`config.mk`:
```
export PLATFORM = sky130hd
export DESIGN_NAME = alu_ccr
export DESIGN_NICKNAME = d
export VERILOG_FILES = /design/src/rtl/alu_ccr_pkg.sv /design/src/rtl/alu_addsub.sv /design/src/rtl/alu_shift.sv /design/src/rtl/alu_ccr_reg.sv /design/src/rtl/alu_ccr.sv
export SDC_FILE = /design/constraint.sdc
export NUM_CORES = 1
export LEC_CHECK = 0
export ABC_AREA = 1
export BUFFER_PORTS_ARGS = -buffer_cell sky130_fd_sc_hd__buf_2
export CAP_MARGIN = 20
export CORE_ASPECT_RATIO = 0.8
export CORE_MARGIN = 1
export CORE_UTILIZATION = 50
export DETAILED_ROUTE_END_ITERATION = 16
export GPL_TIMING_DRIVEN = 0
export MAX_ROUTING_LAYER = met4
export PLACE_DENSITY = 0.77
export SLEW_MARGIN = 15
export SYNTH_ARGS = -nofsm -noshare
export SYNTH_HDL_FRONTEND = slang
export SYNTH_SLANG_ARGS = --single-unit
```
`constraint.sdc`:
```
create_clock -name clk_i -period 3.4 [get_ports clk_i]
set_input_delay 0.51 -clock clk_i [delete_from_list [all_inputs] [get_ports clk_i]]
set_output_delay 0.51 -clock clk_i [all_outputs]
set_load 0.02 [all_outputs]
```
`src/rtl/alu_ccr_pkg.sv`:
```
package alu_ccr_pkg;
  localparam int unsigned FLAG_W = 5;

  localparam int unsigned FLG_N = 0;
  localparam int unsigned FLG_Z = 1;
  localparam int unsigned FLG_P = 2;
  localparam int unsigned FLG_C = 3;
  localparam int unsigned FLG_O = 4;

  typedef enum logic [3:0] {
    OP_MOVE = 4'd0,
    OP_ADD  = 4'd1,
    OP_SUB  = 4'd2,
    OP_AND  = 4'd3,
    OP_NOR  = 4'd4,
    OP_SHL  = 4'd5,
    OP_SHR  = 4'd6,
    OP_CLR  = 4'd7
  } op_e;

  localparam logic [FLAG_W-1:0] MASK_ALL = 5'b11111;
  localparam logic [FLAG_W-1:0] MASK_NZP = 5'b00111;
  localparam logic [FLAG_W-1:0] MASK_NONE = 5'b00000;
endpackage

```
`src/rtl/alu_addsub.sv`:
```
module alu_addsub #(
  parameter int unsigned W = 16
) (
  input  logic [W-1:0] src_i,
  input  logic [W-1:0] dst_i,
  input  logic         sub_i,
  output logic [W-1:0] res_o,
  output logic         cy_o,
  output logic         ovf_o
);
  logic [W-1:0] opnd;
  logic [W:0]   sum;

  // dst - src as dst + ~src + 1
  assign opnd  = sub_i ? ~src_i : src_i;
  assign sum   = {1'b0, dst_i} + {1'b0, opnd} + {{W{1'b0}}, sub_i};
  assign res_o = sum[W-1:0];
  // borrow is the inverse of the carry out in subtract mode
  assign cy_o  = sum[W] ^ sub_i;
  assign ovf_o = (dst_i[W-1] == opnd[W-1]) && (res_o[W-1] != dst_i[W-1]);
endmodule

```
`src/rtl/alu_shift.sv`:
```
module alu_shift #(
  parameter int unsigned W = 16
) (
  input  logic [W-1:0] val_i,
  input  logic [W-1:0] cnt_i,
  input  logic         right_i,
  output logic [W-1:0] res_o
);
  localparam int unsigned CNT_W = $clog2(W);

  logic         big;
  logic [W-1:0] shl;
  logic [W-1:0] shr;

  assign big = |cnt_i[W-1:CNT_W];
  assign shl = val_i << cnt_i[CNT_W-1:0];
  assign shr = val_i >> cnt_i[CNT_W-1:0];

  always_comb begin
    if (big)          res_o = '0;
    else if (right_i) res_o = shr;
    else              res_o = shl;
  end
endmodule

```
`src/rtl/alu_ccr_reg.sv`:
```
module alu_ccr_reg
  import alu_ccr_pkg::*;
#(
  parameter int unsigned STAT_W = 16
) (
  input  logic              clk_i,
  input  logic              rst_ni,
  input  logic              upd_i,
  input  logic [FLAG_W-1:0] wmask_i,
  input  logic [FLAG_W-1:0] flags_i,
  output logic [STAT_W-1:0] status_o
);
  logic [FLAG_W-1:0] flags_q;

  always_ff @(posedge clk_i or negedge rst_ni) begin
    if (!rst_ni) begin
      flags_q <= '0;
    end else if (upd_i) begin
      flags_q <= (flags_q & ~wmask_i) | (flags_i & wmask_i);
    end
  end

  assign status_o = {{(STAT_W-FLAG_W){1'b0}}, flags_q};


  upper_zero_chk: assert property (@(posedge clk_i) disable iff (!rst_ni)
    status_o[STAT_W-1:FLAG_W] == '0);


  nzp_onehot_chk: assert property (@(posedge clk_i) disable iff (!rst_ni)
    $onehot0(status_o[FLG_P:FLG_N]));

  for (genvar i = 0; i < FLAG_W; i++) begin : g_keep

    flag_keep_chk: assert property (@(posedge clk_i) disable iff (!rst_ni)
      (upd_i && !wmask_i[i]) |=> $stable(status_o[i]));
  end
endmodule

```
`src/rtl/alu_ccr.sv`:
```
module alu_ccr
  import alu_ccr_pkg::*;
#(
  parameter int unsigned DATA_W = 16,
  parameter int unsigned STAT_W = 16
) (
  input  logic              clk_i,
  input  logic              rst_ni,
  input  logic [DATA_W-1:0] src_i,
  input  logic [DATA_W-1:0] dst_i,
  input  logic [3:0]        op_i,
  input  logic              upd_i,
  output logic [DATA_W-1:0] res_o,
  output logic [STAT_W-1:0] status_o
);
  logic [DATA_W-1:0] as_res;
  logic              as_cy;
  logic              as_ovf;
  logic [DATA_W-1:0] sh_res;
  logic [FLAG_W-1:0] wmask;
  logic [FLAG_W-1:0] nxt_flags;
  logic              clr;
  logic              neg;
  logic              zero;

  alu_addsub #(.W(DATA_W)) u_addsub (
    .src_i (src_i),
    .dst_i (dst_i),
    .sub_i (op_i == OP_SUB),
    .res_o (as_res),
    .cy_o  (as_cy),
    .ovf_o (as_ovf)
  );

  alu_shift #(.W(DATA_W)) u_shift (
    .val_i   (dst_i),
    .cnt_i   (src_i),
    .right_i (op_i == OP_SHR),
    .res_o   (sh_res)
  );

  always_comb begin
    res_o = dst_i;
    wmask = MASK_NONE;
    clr   = 1'b0;
    case (op_i)
      OP_MOVE: res_o = src_i;
      OP_ADD, OP_SUB: begin
        res_o = as_res;
        wmask = MASK_ALL;
      end
      OP_AND: begin
        res_o = src_i & dst_i;
        wmask = MASK_NZP;
      end
      OP_NOR: begin
        res_o = ~(src_i | dst_i);
        wmask = MASK_NZP;
      end
      OP_SHL, OP_SHR: begin
        res_o = sh_res;
        wmask = MASK_NZP;
      end
      OP_CLR: begin
        wmask = MASK_ALL;
        clr   = 1'b1;
      end
      default: ;
    endcase
  end

  assign neg  = res_o[DATA_W-1];
  assign zero = (res_o == '0);

  always_comb begin
    nxt_flags        = '0;
    nxt_flags[FLG_N] = neg;
    nxt_flags[FLG_Z] = zero;
    nxt_flags[FLG_P] = !neg && !zero;
    nxt_flags[FLG_C] = as_cy;
    nxt_flags[FLG_O] = as_ovf;
    if (clr) nxt_flags = '0;
  end

  alu_ccr_reg #(.STAT_W(STAT_W)) u_ccr (
    .clk_i    (clk_i),
    .rst_ni   (rst_ni),
    .upd_i    (upd_i),
    .wmask_i  (wmask),
    .flags_i  (nxt_flags),
    .status_o (status_o)
  );


  add_carry_chk: assert property (@(posedge clk_i) disable iff (!rst_ni)
    (upd_i && op_i == OP_ADD) |=>
      status_o[FLG_C] == (({1'b0, $past(src_i)} + {1'b0, $past(dst_i)}) > {1'b0, {DATA_W{1'b1}}}));


  sub_borrow_chk: assert property (@(posedge clk_i) disable iff (!rst_ni)
    (upd_i && op_i == OP_SUB) |=> status_o[FLG_C] == ($past(src_i) > $past(dst_i)));


  sub_res_chk: assert property (@(posedge clk_i) disable iff (!rst_ni)
    (op_i == OP_SUB) |-> (res_o + src_i) == dst_i);


  move_flags_chk: assert property (@(posedge clk_i) disable iff (!rst_ni)
    (upd_i && op_i == OP_MOVE) |=> $stable(status_o));


  clr_flags_chk: assert property (@(posedge clk_i) disable iff (!rst_ni)
    (upd_i && op_i == OP_CLR) |=> status_o == '0);


  hold_chk: assert property (@(posedge clk_i) disable iff (!rst_ni)
    !upd_i |=> $stable(status_o));
endmodule

```
==> metrics.log <==
INFO  metric finalSetupViolCount = 0
INFO  metric yosysWarnings = 0
INFO  metric fin_worst_hold_slack = 0.0967 ns
INFO  metric intPower = 0.413 mW
INFO  metric ctsRootBufferMaster = clkbuf_8
INFO  metric timing.critical_path.slowest_stage_cell = ha_1
INFO  metric cts_tree = yes
INFO  metric drt_iter0_markers = 707
INFO  metric place_hpwl = 11700 µm
INFO  metric slew_viol_final = 0
INFO  metric post_dp_cell_area = 4040 µm²
INFO  metric post_synth_instance_area = 3600 µm²
INFO  metric hp-class = in -> async
INFO  metric syn-mean-instance-area = 5.17 µm²
INFO  metric firstDrtPassIters = 6
INFO  metric cts_htree_levels = 1
INFO  metric leakage_power = 2.37 nW
INFO  metric grt_pass1_vias = 4334
INFO  metric post_route_cells_drive_above_1_share = 22.4%
INFO  metric pwr-share-clk = 11.5%
INFO  metric crit_path_end_kind = output port
INFO  metric cp_slowest_stage_delay = 0.36 ns
INFO  metric outcome = complete, no violations
INFO  metric post_synthesis_cells = 696
INFO  metric cts_max_path_buffers = 2
INFO  metric core_area = 6930 µm²
INFO  metric use_met1 = 56.0%
INFO  metric finalNetCount = 846
INFO  metric yosysSeqAreaShare = 3.48%
INFO  metric finish.instance_area = 4400 µm²
INFO  metric initial_util = 51.9%
INFO  metric port_buffers = 59
INFO  metric globalRouteTotalUtil = 37.5%
INFO  metric critical_path_peak_fanout = 10
INFO  metric p_seq_share = 8.1%
INFO  metric cts-buffers-inserted = 3
INFO  metric worst_setup_path_start_kind = primary input
INFO  metric clock_insertion_delay_worst_skew = 0.21 ns
INFO  metric finalWeightedCongestion = 1.05
INFO  metric cp_common_cell = a21oi_1
INFO  metric count_of_maximum_capacitance_violations = 0
INFO  metric grt_util_met3 = 5.05%
INFO  metric postSynth.topFlopCell = dfrtp_1
INFO  metric synth_largest_area_cell = nand2_1
INFO  metric io_pins = 71
INFO  metric global_route.overflow_total = 0
INFO  metric post-synth-top-area-fraction = 25.6%
INFO  metric synth-edff-count = 0
INFO  metric min_period = 3.38 ns
INFO  metric clock_sink_count = 5
INFO  metric die_w = 96.8 µm
INFO  metric die_outline_area = 7540 µm²
INFO  metric area_delta_synth_final = 22.3%
INFO  metric slew_at_the_pin_with_the_worst_max_slew_slack = 0.583 ns
INFO  metric tns = 0 ns
INFO  metric vdd_ir_drop_max = 208 µV
INFO  metric chipHeight = 77.9 µm
INFO  metric wire_per_inst = 17.0 µm
INFO  metric power_density = 212 nW/µm²
INFO  metric route.detailed.drc = 0
INFO  metric pin_count_of_the_biggest_net_entering_global_routing = 12
INFO  metric clkSlewWorstSetupHoldPaths = 0.04 ns
INFO  metric timing_hold_violations_final = 0
INFO  metric synthTopCellsByCount = 245 x nand2_1, 145 x nand3_1, 63 x inv_1
INFO  metric vias = 5234
INFO  metric cts.hold.buffers_added = 0
INFO  metric grt_first_pass_wirelength = 22300 µm
INFO  metric antenna_cells = 0
INFO  metric wl = 14800 µm
INFO  metric fin_worst_skew = 0 ns
INFO  metric critical_path_required = 2.89 ns
INFO  metric synth_seq_cells = 5
INFO  metric busiest_layer = met1
INFO  metric netlist_top_cells_area = nand2_1 26%, nand3_1 20%, ha_1 7.0%
INFO  metric synth_cell_type_count = 44
INFO  metric worst_slew_margin_rel = 61.1%
INFO  metric final_min_period_over_clock_period = 99.4%
INFO  metric post_drt_via_cell_ratio = 6.00
INFO  metric synth.most_common_cell = nand2_1
INFO  metric crit_chain = buf_2 > nor2_4 > nand2_4 > buf_12 > xnor2_1 > ha_1 > a21oi_1 > o21ai_1 > a21oi_1 > nand2_2 > nand2_1 > nand3_1 > a21boi_1 > buf_4
INFO  metric postSynth.asyncResetShare = 100%
INFO  metric worstSetupPathType = in -> out
INFO  metric antenna_left = 0
INFO  metric power_switching = 0.521 mW
INFO  metric fmaxAchievable = 0.296 GHz
INFO  metric globalRouteMet2Util = 51.9%
INFO  metric final_util = 63.5%
INFO  metric critical_path_arrival = 2.87 ns
INFO  metric grt_antenna_before_repair = 0
INFO  metric swShare = 55.8%
INFO  metric comb_power_share = 80.4%
INFO  metric power.total = 0.934 mW
INFO  metric std_cell_rows = 27
power by group through the flow:
| stage | clock network (mW) | registers (mW) | logic, mW |
|---|---|---|---|
| finish | 0.107 | 0.0757 | 0.751 |
| global route | 0.110 | 0.0763 | 0.810 |
| CTS | 0.108 | 0.0759 | 0.665 |
| detailed placement | 0 | 0.0766 | 0.651 |
| global placement | 0 | 0.0763 | 0.643 |
| floorplan | 0 | 0.0894 | 0.444 |
placed cells by master, fill, tap and decap left out, drive strengths merged, types with 2 or more instances in the layout:
cell	Yosys	final
and2	2	2
nand4	6	6
xor2	8	8
ha	20	20
o21ai	29	29
o311ai	3	3
o32ai	2	2
dfrtp	5	5
nor2	40	40
nor3	12	12
nand3b	6	6
buf	30	106
nor4	3	3
conb	1	11
nand2	256	256
a21oi	27	27
inv	69	69
xnor2	9	9
clkbuf	6	9
a211oi	8	8
nand3	145	145
routing by layer:
metal | vias up | routed length, µm
li1 | 2462 | -
met1 | 2323 | 6350
met2 | 413 | 6040
met3 | 36 | 2120
met4 | 0 | 327
met5 | - | 0
metrics by stage:
| step | cells | setup WS, ns |
|---|---|---|
| 4_1_cts | 859 | 0.00578 |
| 3_5_place_dp | 852 | -0.468 |
| 2_1_floorplan | 706 | 0.118 |
| 5_1_grt | 872 | -0.0838 |
| 3_3_place_gp | 852 | -0.428 |
| 6_report | 872 | 0.0217 |
logic make-up after synthesis:
kind of cell	share of synthesized area (%)
simple gates	58.7
xor+xnor	4.14
other cells	0.104
flops	3.48
fa+ha+maj	7.51
buf+inv	13.9
compound gates	12.2
critical path: cells and delay by family:
kind,cells,cell delay (ns)
buffers and inverters,3,0.47
adder cells (fa/ha/maj),1,0.36
AO/OA/AOI/OAI,4,0.87
AND/OR/NAND/NOR,5,0.52
XOR/XNOR,1,0.13
cell type report:
type                    count  area, µm²
fillers                   718       2530
inverters                  70        272
well taps                  87        109
clock buffers               4       45.0
plain buffers              36        250
repair buffers             75        447
multi-input cells         595       3150
flip-flops and latches      5        125
worst paths after layout:
check	depth (start not counted)	endpoint	start	slack, ns
worst max-delay path	14	res_o[15]	op_i[2]	0.02
worst min-delay path	1	async pin	rst_ni	0.1
worst max register to register	1	flip-flop	flip-flop	2.70
worst min register to register	2	flip-flop	flip-flop	0.51
max in group asynchronous	1	async pin	rst_ni	3.18
min in group clk_i	2	flip-flop	flip-flop	0.51
repair_timing:
item / in CTS / in global routing
setup endpoints to repair: 13 / 13
gates resized for setup: 11 / 47
pin swaps: 2 / 20
setup buffers: 3 / 13
(Power assumes the default switching activity.)
